### src/rtl/irq_seq_pkg.sv
package irq_seq_pkg;

  localparam int unsigned ADDR_W = 16;
  localparam int unsigned DATA_W = 8;
  localparam int unsigned RFSH_W = 7;

  typedef enum logic [2:0] {
    ST_IDLE,
    ST_PUSH_HI,
    ST_PUSH_LO,
    ST_VEC_LO,
    ST_VEC_HI,
    ST_VEC_WAIT,
    ST_FINISH
  } entry_state_t;

  typedef enum logic [1:0] {
    MD_FIXED_A = 2'd0,
    MD_FIXED_B = 2'd1,
    MD_TABLE   = 2'd2,
    MD_BAD     = 2'd3
  } irq_mode_t;

endpackage

### src/rtl/irq_req_arb.sv
module irq_req_arb
  import irq_seq_pkg::*;
(
  input  logic       clk,
  input  logic       rst_n,
  input  logic       nmi_i,
  input  logic       mask_i,
  input  logic       iff1_i,
  input  logic [1:0] mode_i,
  input  logic       busy_i,
  output logic       take_nmi_o,
  output logic       take_mask_o,
  output logic       mode_err_o,
  output logic       nmi_edge_o,
  output logic       nmi_pend_o
);

  logic nmi_q;
  logic pend_q;
  logic mask_ok;

  // Rising edge of the non-maskable line.
  assign nmi_edge_o = nmi_i & ~nmi_q;
  assign nmi_pend_o = pend_q;

  // A pending or fresh edge is served as soon as the sequencer is idle.
  assign take_nmi_o = ~busy_i & (pend_q | nmi_edge_o);

  // A maskable request is qualified by the enable flip-flop and loses to a non-maskable one.
  assign mask_ok     = ~busy_i & ~take_nmi_o & mask_i & iff1_i;
  assign take_mask_o = mask_ok & (irq_mode_t'(mode_i) != MD_BAD);
  assign mode_err_o  = mask_ok & (irq_mode_t'(mode_i) == MD_BAD);

  always_ff @(posedge clk or negedge rst_n) begin
    if (!rst_n) begin
      nmi_q  <= 1'b0;
      pend_q <= 1'b0;
    end else begin
      nmi_q <= nmi_i;
      if (take_nmi_o) begin
        pend_q <= 1'b0;
      end else if (nmi_edge_o) begin
        pend_q <= 1'b1;
      end
    end
  end

endmodule

### src/rtl/irq_entry_fsm.sv
module irq_entry_fsm
  import irq_seq_pkg::*;
#(
  parameter int unsigned AW      = ADDR_W,
  parameter int unsigned DW      = DATA_W,
  parameter int unsigned RW      = RFSH_W,
  parameter int unsigned CW      = 32,
  parameter int unsigned ENTRY_T = 7,
  parameter logic [AW-1:0] FIX_VEC = 'h0038,
  parameter logic [AW-1:0] NMI_VEC = 'h0066
)(
  input  logic          clk,
  input  logic          rst_n,
  input  logic          start_nmi_i,
  input  logic          start_mask_i,
  input  logic [1:0]    mode_i,
  input  logic [DW-1:0] page_i,
  input  logic [AW-1:0] pc_i,
  input  logic [AW-1:0] sp_i,
  input  logic [RW-1:0] rfsh_i,
  input  logic          halted_i,
  input  logic [CW-1:0] cycle_i,
  input  logic [DW-1:0] mem_rdata_i,
  output logic          busy_o,
  output logic          done_o,
  output logic [AW-1:0] mem_addr_o,
  output logic          mem_wr_o,
  output logic          mem_rd_o,
  output logic [DW-1:0] mem_wdata_o,
  output logic [AW-1:0] new_pc_o,
  output logic [AW-1:0] new_sp_o,
  output logic [RW-1:0] rfsh_o,
  output logic [CW-1:0] cycle_o,
  output logic          push_hi_ev_o,
  output logic          push_lo_ev_o,
  output logic          vec_rd_ev_o
);

  localparam int unsigned HW = AW - DW;

  // Arithmetic kept in functions so that each rule sits in one place.
  function automatic logic [AW-1:0] resume_pc(input logic [AW-1:0] pc, input logic halted);
    return pc + AW'(halted);
  endfunction

  function automatic logic [AW-1:0] stack_slot(input logic [AW-1:0] sp, input int unsigned depth);
    return sp - AW'(depth);
  endfunction

  function automatic logic [AW-1:0] table_base(input logic [DW-1:0] page);
    return AW'({page, {DW{1'b1}}});
  endfunction

  function automatic logic [RW-1:0] rfsh_step(input logic [RW-1:0] r);
    return r + RW'(1);
  endfunction

  entry_state_t  state_q;
  logic [AW-1:0] ret_pc_q;
  logic [AW-1:0] sp_q;
  logic [AW-1:0] new_sp_q;
  logic [AW-1:0] target_q;
  logic [DW-1:0] page_q;
  logic          use_table_q;
  logic [RW-1:0] rfsh_q;
  logic [CW-1:0] cycle_q;
  logic          start;

  assign start = start_nmi_i | start_mask_i;

  always_ff @(posedge clk or negedge rst_n) begin
    if (!rst_n) begin
      state_q     <= ST_IDLE;
      ret_pc_q    <= '0;
      sp_q        <= '0;
      new_sp_q    <= '0;
      target_q    <= '0;
      page_q      <= '0;
      use_table_q <= 1'b0;
      rfsh_q      <= '0;
      cycle_q     <= '0;
    end else begin
      unique case (state_q)
        ST_IDLE: begin
          if (start) begin
            ret_pc_q    <= resume_pc(pc_i, halted_i);
            sp_q        <= sp_i;
            new_sp_q    <= stack_slot(sp_i, 2);
            page_q      <= page_i;
            use_table_q <= start_mask_i & (irq_mode_t'(mode_i) == MD_TABLE);
            target_q    <= start_nmi_i ? NMI_VEC : FIX_VEC;
            rfsh_q      <= rfsh_step(rfsh_i);
            cycle_q     <= cycle_i + CW'(ENTRY_T);
            state_q     <= ST_PUSH_HI;
          end
        end
        ST_PUSH_HI:  state_q <= ST_PUSH_LO;
        ST_PUSH_LO:  state_q <= use_table_q ? ST_VEC_LO : ST_FINISH;
        ST_VEC_LO:   state_q <= ST_VEC_HI;
        ST_VEC_HI: begin
          target_q[DW-1:0] <= mem_rdata_i;
          state_q          <= ST_VEC_WAIT;
        end
        ST_VEC_WAIT: begin
          target_q[AW-1:DW] <= HW'(mem_rdata_i);
          state_q           <= ST_FINISH;
        end
        ST_FINISH:   state_q <= ST_IDLE;
        default:     state_q <= ST_IDLE;
      endcase
    end
  end

  assign push_hi_ev_o = (state_q == ST_PUSH_HI);
  assign push_lo_ev_o = (state_q == ST_PUSH_LO);
  assign vec_rd_ev_o  = (state_q == ST_VEC_LO) | (state_q == ST_VEC_HI);

  always_comb begin
    mem_addr_o  = '0;
    mem_wdata_o = '0;
    unique case (state_q)
      ST_PUSH_HI: begin
        mem_addr_o  = stack_slot(sp_q, 1);
        mem_wdata_o = DW'(ret_pc_q[AW-1:DW]);
      end
      ST_PUSH_LO: begin
        mem_addr_o  = stack_slot(sp_q, 2);
        mem_wdata_o = ret_pc_q[DW-1:0];
      end
      ST_VEC_LO:  mem_addr_o = table_base(page_q);
      ST_VEC_HI:  mem_addr_o = table_base(page_q) + AW'(1);
      default: ;
    endcase
  end

  assign mem_wr_o = push_hi_ev_o | push_lo_ev_o;
  assign mem_rd_o = vec_rd_ev_o;
  assign busy_o   = (state_q != ST_IDLE);
  assign done_o   = (state_q == ST_FINISH);
  assign new_pc_o = target_q;
  assign new_sp_o = new_sp_q;
  assign rfsh_o   = rfsh_q;
  assign cycle_o  = cycle_q;

endmodule

### src/rtl/irq_entry_seq.sv
module irq_entry_seq
  import irq_seq_pkg::*;
#(
  parameter int unsigned AW      = ADDR_W,
  parameter int unsigned DW      = DATA_W,
  parameter int unsigned RW      = RFSH_W,
  parameter int unsigned CW      = 32,
  parameter int unsigned ENTRY_T = 7,
  parameter logic [AW-1:0] FIX_VEC = 'h0038,
  parameter logic [AW-1:0] NMI_VEC = 'h0066
)(
  input  logic          clk,
  input  logic          rst_n,
  input  logic          irq_req_i,
  input  logic          nmi_req_i,
  input  logic          iff1_i,
  input  logic          iff2_i,
  input  logic [1:0]    irq_mode_i,
  input  logic [DW-1:0] ivec_page_i,
  input  logic [AW-1:0] pc_i,
  input  logic [AW-1:0] sp_i,
  input  logic [RW-1:0] rfsh_i,
  input  logic          halted_i,
  input  logic [CW-1:0] cycle_i,
  output logic [AW-1:0] mem_addr_o,
  output logic          mem_wr_o,
  output logic          mem_rd_o,
  output logic [DW-1:0] mem_wdata_o,
  input  logic [DW-1:0] mem_rdata_i,
  output logic          done_o,
  output logic [AW-1:0] new_pc_o,
  output logic [AW-1:0] new_sp_o,
  output logic          iff1_o,
  output logic          iff2_o,
  output logic          halted_o,
  output logic [RW-1:0] rfsh_o,
  output logic [CW-1:0] cycle_o,
  output logic          mode_err_o
);

  // Internal events, named so the checker can observe them.
  logic start_nmi;
  logic start_mask;
  logic nmi_edge;
  logic nmi_pend;
  logic busy;
  logic push_hi_ev;
  logic push_lo_ev;
  logic vec_rd_ev;

  irq_req_arb u_arb (
    .clk         (clk),
    .rst_n       (rst_n),
    .nmi_i       (nmi_req_i),
    .mask_i      (irq_req_i),
    .iff1_i      (iff1_i),
    .mode_i      (irq_mode_i),
    .busy_i      (busy),
    .take_nmi_o  (start_nmi),
    .take_mask_o (start_mask),
    .mode_err_o  (mode_err_o),
    .nmi_edge_o  (nmi_edge),
    .nmi_pend_o  (nmi_pend)
  );

  irq_entry_fsm #(
    .AW      (AW),
    .DW      (DW),
    .RW      (RW),
    .CW      (CW),
    .ENTRY_T (ENTRY_T),
    .FIX_VEC (FIX_VEC),
    .NMI_VEC (NMI_VEC)
  ) u_fsm (
    .clk          (clk),
    .rst_n        (rst_n),
    .start_nmi_i  (start_nmi),
    .start_mask_i (start_mask),
    .mode_i       (irq_mode_i),
    .page_i       (ivec_page_i),
    .pc_i         (pc_i),
    .sp_i         (sp_i),
    .rfsh_i       (rfsh_i),
    .halted_i     (halted_i),
    .cycle_i      (cycle_i),
    .mem_rdata_i  (mem_rdata_i),
    .busy_o       (busy),
    .done_o       (done_o),
    .mem_addr_o   (mem_addr_o),
    .mem_wr_o     (mem_wr_o),
    .mem_rd_o     (mem_rd_o),
    .mem_wdata_o  (mem_wdata_o),
    .new_pc_o     (new_pc_o),
    .new_sp_o     (new_sp_o),
    .rfsh_o       (rfsh_o),
    .cycle_o      (cycle_o),
    .push_hi_ev_o (push_hi_ev),
    .push_lo_ev_o (push_lo_ev),
    .vec_rd_ev_o  (vec_rd_ev)
  );

  // While an entry runs, both enables and the halted flag read as cleared.
  assign iff1_o   = busy ? 1'b0 : iff1_i;
  assign iff2_o   = busy ? 1'b0 : iff2_i;
  assign halted_o = busy ? 1'b0 : halted_i;

endmodule

### config.mk
export PLATFORM = sky130hd
export DESIGN_NAME = irq_entry_seq
export DESIGN_NICKNAME = d
export VERILOG_FILES = /design/src/rtl/irq_seq_pkg.sv /design/src/rtl/irq_req_arb.sv /design/src/rtl/irq_entry_fsm.sv /design/src/rtl/irq_entry_seq.sv
export SDC_FILE = /design/constraint.sdc
export NUM_CORES = 1
export LEC_CHECK = 0
export BUFFER_PORTS_ARGS = -buffer_cell sky130_fd_sc_hd__buf_2
export CAP_MARGIN = 20
export CORE_ASPECT_RATIO = 0.5
export CORE_MARGIN = 2
export CORE_UTILIZATION = 30
export CTS_CLUSTER_DIAMETER = 50
export DETAILED_ROUTE_END_ITERATION = 8
export PLACE_DENSITY_LB_ADDON = 0.15
export SYNTH_ARGS = -nofsm -noshare
export SYNTH_HDL_FRONTEND = slang
export SYNTH_HIERARCHICAL = 1
export SYNTH_SLANG_ARGS = --single-unit
### constraint.sdc
create_clock -name clk -period 5.93 [get_ports clk]
set_input_delay 1.186 -clock clk [delete_from_list [all_inputs] [get_ports clk]]
set_output_delay 1.186 -clock clk [all_outputs]
set_load 0.05 [all_outputs]
Word-level counts from Yosys, hierarchy flattened
Index checks and enable logic that the tools add are counted.
- flip-flop bits (word level): 117
- input port bits: 96
- output and inout port bits: 102
- logic and storage cells: 66
- $add $sub $neg: 7
- equality and inequality tests: 10
- muxes and demuxes: 14
- bitwise gates (word level): 15
- reduce and logical (&&, ||, !) cells: 8
- operator list (cell ; number):
    case mux 16 bit (4 select lines) ; 1
    case mux 8 bit (2 select lines) ; 3
    adder 32 x 3 -> 32 bit, second input constant ; 1
    subtractor 16 x 2 -> 16 bit, second input constant ; 2
    case mux 3 bit (6 select lines) ; 1
    adder 16 x 1 -> 16 bit ; 1
    adder 16 x 1 -> 16 bit, second input constant ; 1
    two-way mux 16 bit ; 1
    subtractor 16 x 1 -> 16 bit, second input constant ; 1
    equality test 3 bit, second input constant ; 3
    AND 1 bit ; 8
    adder 7 x 1 -> 7 bit, second input constant ; 1
    two-way mux 7 bit ; 1
    equality test 3 x 2 -> 1 bit, second input constant ; 2
    two-way mux 3 bit ; 2
    AND reduction 2 bit ; 3
    nonzero test 2 bit ; 3
    two-way mux 1 bit ; 5
    equality test 2 bit, second input constant ; 2
    OR 1 bit ; 4
    equality test 3 x 1 -> 1 bit, second input constant ; 1
    zero test 3 bit ; 1
    NOT 1 bit ; 3
    nonzero test 3 bit ; 1
    2 further kinds ; 2

Logic depth before layout (Yosys ltp)
Gate-level depths: netlist (run 1).
- depth after elaboration: 12
- mapped depth: 12
- gate-level depth less buffers: 8

Hierarchy
Netlist (run 1), hierarchy kept.
- by module, submodules not included (module ; times used ; cells each ; area each (µm²) ; seq. area each (µm²)):
    irq_entry_fsm ; 1 ; 738 ; 6258.5 ; 2852.7
    irq_req_arb ; 1 ; 11 ; 116.4 ; 50.0
    irq_entry_seq ; 1 ; 3 ; 18.8 ; 0.0

Worst setup path after synthesis (run 1)
OpenSTA, ideal clock, no wires.
- kind: register to output
- start: reg u_fsm.sp_q[5]
- end: out mem_addr_o[9]
- arrival: 3.110 ns
- required time: 4.744 ns
- path slack: 1.634 ns
- stages on the path, launching flop included: 6
- path buffers: 1
- cells stage by stage: dfrtp_1 or4_1 buf_2 nor2_1 o21ai_0 o311ai_0
- longest elaborated chain between the ends: 2
- elaborated cells on any way between the ends: 3
- those cells by class: add/sub: 2; mux: 1
- RTL lines (what ; RTL line ; source):
    start, declared ; irq_entry_fsm.sv:60 ; logic [AW-1:0] sp_q;
    start signal, assigned ; irq_entry_fsm.sv:87 ; sp_q <= sp_i;
    subtractor 16 x 2 -> 16 bit / subtractor 16 x 1 -> 16 bit (equally long branches) ; irq_entry_fsm.sv:47 ; return sp - AW'(depth);
    case mux 16 bit (4 select lines) * ; irq_entry_fsm.sv:121 ; unique case (state_q)
    end, declared ; irq_entry_seq.sv:25 ; output logic [AW-1:0] mem_addr_o,
Every way passes the cells marked *; elsewhere a longest branch is shown, timed or not.

Final worst setup path (run 1)
- start: reg u_fsm.state_q[1]
- end: out mem_addr_o[11]
- longest elaborated chain between the ends: 2
- elaborated cells on any way between the ends: 5
- those cells by class: eq/ne: 4; mux: 1
- RTL lines (what ; RTL line ; source):
    start, declared ; irq_entry_fsm.sv:58 ; entry_state_t state_q;
    start signal, assigned ; irq_entry_fsm.sv:98 ; ST_PUSH_LO: state_q <= use_table_q ? ST_VEC_LO : ST_FINISH;
    equality test 3 x 1 -> 1 bit ; - ;
    via push_hi_ev ; irq_entry_seq.sv:47 ; logic push_hi_ev;
    case mux 16 bit (4 select lines) ; irq_entry_fsm.sv:121 ;
The timed path passes the listed nets, and every way through them passes these cells.

==> results of run 1 <==
stage by stage:
stage / hold WS [ns] / cells
finish: 0.473 / 1227
global placement: 0.458 / 1190
global route: 0.498 / 1224
detailed placement: 0.465 / 1190
CTS: 0.481 / 1222
floorplan: 0.446 / 751
area by class of cell:
cell class | count | area share
Timing Repair Buffer | 201 | 0.124
Clock buffer | 22 | 0.0555
Tap cell | 273 | 0.0417
Multi-Input combinational cell | 586 | 0.403
Inverter | 15 | 0.00687
Clock inverter | 10 | 0.0131
Antenna cell | 4 | 0.00122
Sequential cell | 116 | 0.354
flip-flops by register name (all words and copies together) (netlist names):
signal,flops
u_fsm/state_q,3
u_fsm/new_pc_o,16
u_fsm/sp_q,16
u_fsm/ret_pc_q,16
u_fsm/page_q,8
u_fsm/rfsh_o,7
u_arb/nmi_q,1
u_fsm/use_table_q,1
u_arb/nmi_pend_o,1
u_fsm/cycle_o,32
u_fsm/new_sp_o,15
worst min-delay path by stage:
stage / from / end / slack [ns] / depth (start not counted)
6_report: u_fsm/rfsh_o[1] / u_fsm/rfsh_o[1] / 0.47 / 2
5_1_grt: u_fsm/ret_pc_q[1] / u_fsm/ret_pc_q[1] / 0.50 / 2
4_1_cts: u_fsm/cycle_o[24] / u_fsm/cycle_o[24] / 0.48 / 2
3_5_place_dp: u_fsm/ret_pc_q[1] / u_fsm/ret_pc_q[1] / 0.46 / 2
3_3_place_gp: u_fsm/rfsh_o[1] / u_fsm/rfsh_o[1] / 0.46 / 2
2_1_floorplan: u_fsm/ret_pc_q[0] / u_fsm/ret_pc_q[0] / 0.45 / 2
routing by layer:
layer  wire, um  share of wire  up-vias
met5         27         0.0014        -
met4        100         0.0052        4
met3       1050          0.055       10
met2       8900           0.47       99
met1       8970           0.47     2789
li1           -              -     2970
worst max-delay path, stage by stage (launching register included):
cell	delay, ns
dfrtp_1	0.75
clkinv_1	0.43
nand2_1	0.27
inv_1	0.25
a211o_1	0.39
or4_1	0.41
a31oi_1	0.18
o21ai_1	0.09
buf_2	0.23
where the power goes:
group | internal (mW) | switching (mW)
combinational | 0.677 | 2.07
clock | 0.625 | 0.371
sequential | 1.18 | 0.330
==> flow_summary.yaml, run 1 <==
outcome:
  status: "finished, final reports clean"
global_route:
  grtUsageTotal: 0.176
  grt_pass1_wl_mm: 31.0
  grtUsageMet3: 0.0533
  grt_pass1_vias: 5706
  grt_util_met2: 0.282
  overflow: 0
  busiest_layer: "met2"
  antenna_found_initial: 4
  grt_max_degree: 94
  met1_usage: 0.232
clock_tree:
  numCtsBuffers: 17
  tritoncts: "built"
  cts_sinks: 116
  root_buffer: "clkbuf_16"
  post_cts_buffers: 0
  h-tree-depth: 4
  clk_pin_slew_worst_paths_ns: 0.05
  clock_latency_ns: 0.42
  clockBufferDepth: 2
  cts_hold_buf: 0
  cts_resized: 0
placement:
  dp_hpwl_mm: 14.1
  portBuffers: 197
  dp_slack_ns: 1.80
  gp_congestion: 0.830
  postPlaceCellArea_um2: 7610
cells_and_area:
  ff_latch_area_um2: 2900
  nets: 1041
  final_util: 0.396
  multi_input_area_um2: 3300
  final_common_cell: "buf_2"
  stdcell_area_um2: 8190
  layout_common_cells: "buf_2 (196), nand2_1 (191), dfrtp_1 (116)"
  final_layout_size_suffix_gt1_frac: 0.256
  syn_to_final_growth_pct: 28.3
  fillers: 2195
sta:
  fin_crit_sh: 0.774
  final_max_slew_viol_count: 0
  setup_viol: 0
  timing.fmax_mhz: 218
  setup_ws_ns: 1.34
  min_period_ns: 4.59
  fin_skew_ns: 0.0178
  hold_viol: 0
  finalSetupTns_ns: 0
  rsz0062_at_grt: "false"
  relSlewSlack: 0.358
  worst_pin_slew_ns: 0.955
route:
  drc: 0
  wl_mm: 19.0
  first_pass_iters: 5
  detail-route-antenna-nets: 0
  drtIter0Drc: 217
  viasPerCell: 4.79
  wl_per_cell_um: 15.5
  via_count: 5872
die:
  die_h_um: 107
  io_pins: 198
  dieArea_um2: 22500
  rows: 37
  core_area_um2: 20700
  die_w_um: 210
  start_util: 0.309
yosys:
  synth_area_um2: 6390
  synth_area_per_cell_um2: 8.50
  synth_nets: 855
  yosysWarnings: 6
  synth_cells: 751
power_and_ir_drop:
  p_total_mw: 5.26
  p_leak_nw: 3.83
  ir_worst_vdd_uv: 280
  power_density_nw_per_um2: 642
setup_path:
  worstRegToRegCells: 8
  r2r-start: "u_fsm/state_q[1]"
  startpoint: "u_fsm/state_q[1]"
  crit_fanout: 22
  crit_type: "reg2out"
  arrival_ns: 3.40
  required_ns: 4.74
  r2r-end: "u_fsm/new_sp_o[7]"
  end_kind: "output pin"
  r2r_slack_ns: 2.32
  cp-endpoint: "mem_addr_o[11]"
  startpoint_type: "flop"
worst_hold_path:
  min_path_type: "reg2reg"
job:
  drv_cap: 0
(Power assumes the default switching activity.)
==> run 2, diff against run 1 <==
ABC_AREA = 1   (was not set)
clock period = 4.5 ns   (was 5.93 ns; I/O delays follow)
==> run 2 against run 1 <==
Compared with the run above:
- final cell count grew 25%
- critical path type unchanged
- sequential share of layout area shrank 2.8 points
- combinational power grew 41%
- flip-flop and latch count is the same
- non-clock buffer count is the same
- register-to-register slack lost 0.22 ns
==> flow_summary.yaml, run 2 <==
outcome:
  status: "finished, final reports clean"
cells_and_area:
  syn_to_final_growth_pct: 24.8
  layout_common_cells: "nand2_1 (356), buf_2 (196), dfrtp_1 (116)"
  nets: 1318
  antenna-diode-count: 0
  largest_reg_flops: 32
  fillers: 2510
  final_layout_size_suffix_gt1_frac: 0.206
  final_common_cell: "nand2_1"
  final_cells: 1530
die:
  die_w_um: 222
  core_area_um2: 23100
  dieArea_um2: 25100
  start_util: 0.309
  die_h_um: 113
  rows: 39
  io_pins: 198
job:
  drv_cap: 0
setup_path:
  startpoint_type: "flop"
  r2r-start: "u_fsm/state_q[0]"
  r2r-end: "u_fsm/new_sp_o[7]"
  worstRegToRegCells: 10
  r2r_slack_ns: 2.10
  crit_fanout: 13
  cpLargestDelayFamily: "buffers and inverters"
  path_cells: "inv_1 -> nand2_1 -> nor2_4 -> inv_4 -> o311ai_0 -> buf_2"
  end_kind: "output pin"
  arrival_ns: 2.43
  required_ns: 3.60
  path_buf_inv: 3
  crit_type: "reg2out"
  slowest_stage: "dfrtp_1"
  max_stage_delay_ns: 0.46
clock_tree:
  post_cts_buffers: 0
  clock_latency_ns: 0.43
  cts_hold_buf: 0
  tritoncts: "built"
  root_buffer: "clkbuf_16"
  clockBufferDepth: 2
  numCtsBuffers: 17
  cts_sinks: 116
  cts_resized: 0
  h-tree-depth: 4
  clk_pin_slew_worst_paths_ns: 0.05
worst_hold_path:
  min_path_type: "reg2reg"
  min_from: "u_fsm/rfsh_o[1]"
  hold_path_depth: 2
  holdPathEnd: "u_fsm/rfsh_o[1]"
sta:
  min_period_ns: 3.33
  finalSetupTns_ns: 0
  final_max_slew_viol_count: 0
  hold_viol: 0
  setup_viol: 0
  relSlewSlack: 0.363
  timing.fmax_mhz: 301
  fin_crit_sh: 0.739
  worst_pin_slew_ns: 0.956
  rsz0062_at_grt: "false"
  setup_ws_ns: 1.17
  fin_skew_ns: 0.0102
global_route:
  grt_pass1_vias: 7124
  antenna_found_initial: 0
  overflow: 0
  grt_pass1_wl_mm: 37.1
  grt_max_degree: 84
  grtUsageTotal: 0.188
route:
  drtIter0Drc: 420
  wl_mm: 22.7
  first_pass_iters: 5
  via_count: 7186
  drc: 0
  viasPerCell: 4.70
  wl_per_cell_um: 14.8
  detail-route-antenna-nets: 0
yosys:
  yosysWarnings: 6
  synth_area_um2: 7130
  synth_nets: 1126
  synth_cells: 1022
  synth_area_per_cell_um2: 6.97
power_and_ir_drop:
  p_leak_nw: 4.64
  power_density_nw_per_um2: 793
  ir_worst_vdd_uv: 314
placement:
  gp_congestion: 0.877
  dp_slack_ns: 1.64
  dp_cells: 1502
  portBuffers: 197
  dp_hpwl_mm: 17.3
==> run 2: worst reg2reg max path, cell delays in order, from the launching register on <==
cell,delay [ns]
dfrtp_1,0.46
nor2_4,0.18
nand2_4,0.11
inv_2,0.08
nand3_2,0.08
nor3_2,0.28
inv_1,0.16
a21oi_4,0.22
buf_12,0.33
nand2_1,0.23
o211ai_1,0.20
==> run 2: metal layers <==
metal / vias up / track usage / share of wire
met5: - / 0 / 0
met4: 0 / 0.0536 / 0.012
met3: 19 / 0.0413 / 0.038
met2: 142 / 0.320 / 0.48
met1: 3380 / 0.241 / 0.47
li1: 3645 / - / -
==> run 2: how the worst max path moves through the flow <==
stage	slack, ns	depth (start not counted)	endpoint	from
2_1_floorplan	0.97	5	mem_addr_o[3]	u_fsm/state_q[0]
3_3_place_gp	1.68	6	mem_addr_o[3]	u_fsm/state_q[0]
3_5_place_dp	1.64	8	mem_addr_o[14]	u_fsm/state_q[2]
4_1_cts	1.16	8	mem_addr_o[14]	u_fsm/state_q[2]
5_1_grt	1.03	8	mem_addr_o[14]	u_fsm/state_q[2]
6_report	1.17	6	mem_addr_o[3]	u_fsm/state_q[0]
==> run 2: power breakdown <==
part	internal, mW	leakage, nW	switching (mW)
logic	0.905	2.98	2.97
registers	1.56	1.41	0.381
clock network	0.761	0.256	0.477
total	3.23	4.64	3.83
==> run 2: cell type report <==
cell class                 count  area [um2]  share of cell area
multi-input combinational    766        3600               0.405
clock inverter                 4        25.0             0.00281
inverter                     112         423              0.0475
clock buffer                  24         502              0.0564
sequential                   116        2900               0.326
tap                          307         384              0.0432
timing repair buffer         201        1060               0.119
==> run 2: through the flow <==
| step | utilization | hold slack [ns] | total power, mW | instance area (um2) |
|---|---|---|---|---|
| after floorplan | - | 0.442 | 4.84 | 7130 |
| after global placement | 0.363 | 0.458 | 5.82 | 8370 |
| after detailed placement | 0.363 | 0.461 | 5.86 | 8370 |
| after CTS | 0.385 | 0.475 | 7.14 | 8890 |
| after global routing | 0.385 | 0.489 | 7.52 | 8890 |
| final | 0.385 | 0.470 | 7.06 | 8890 |
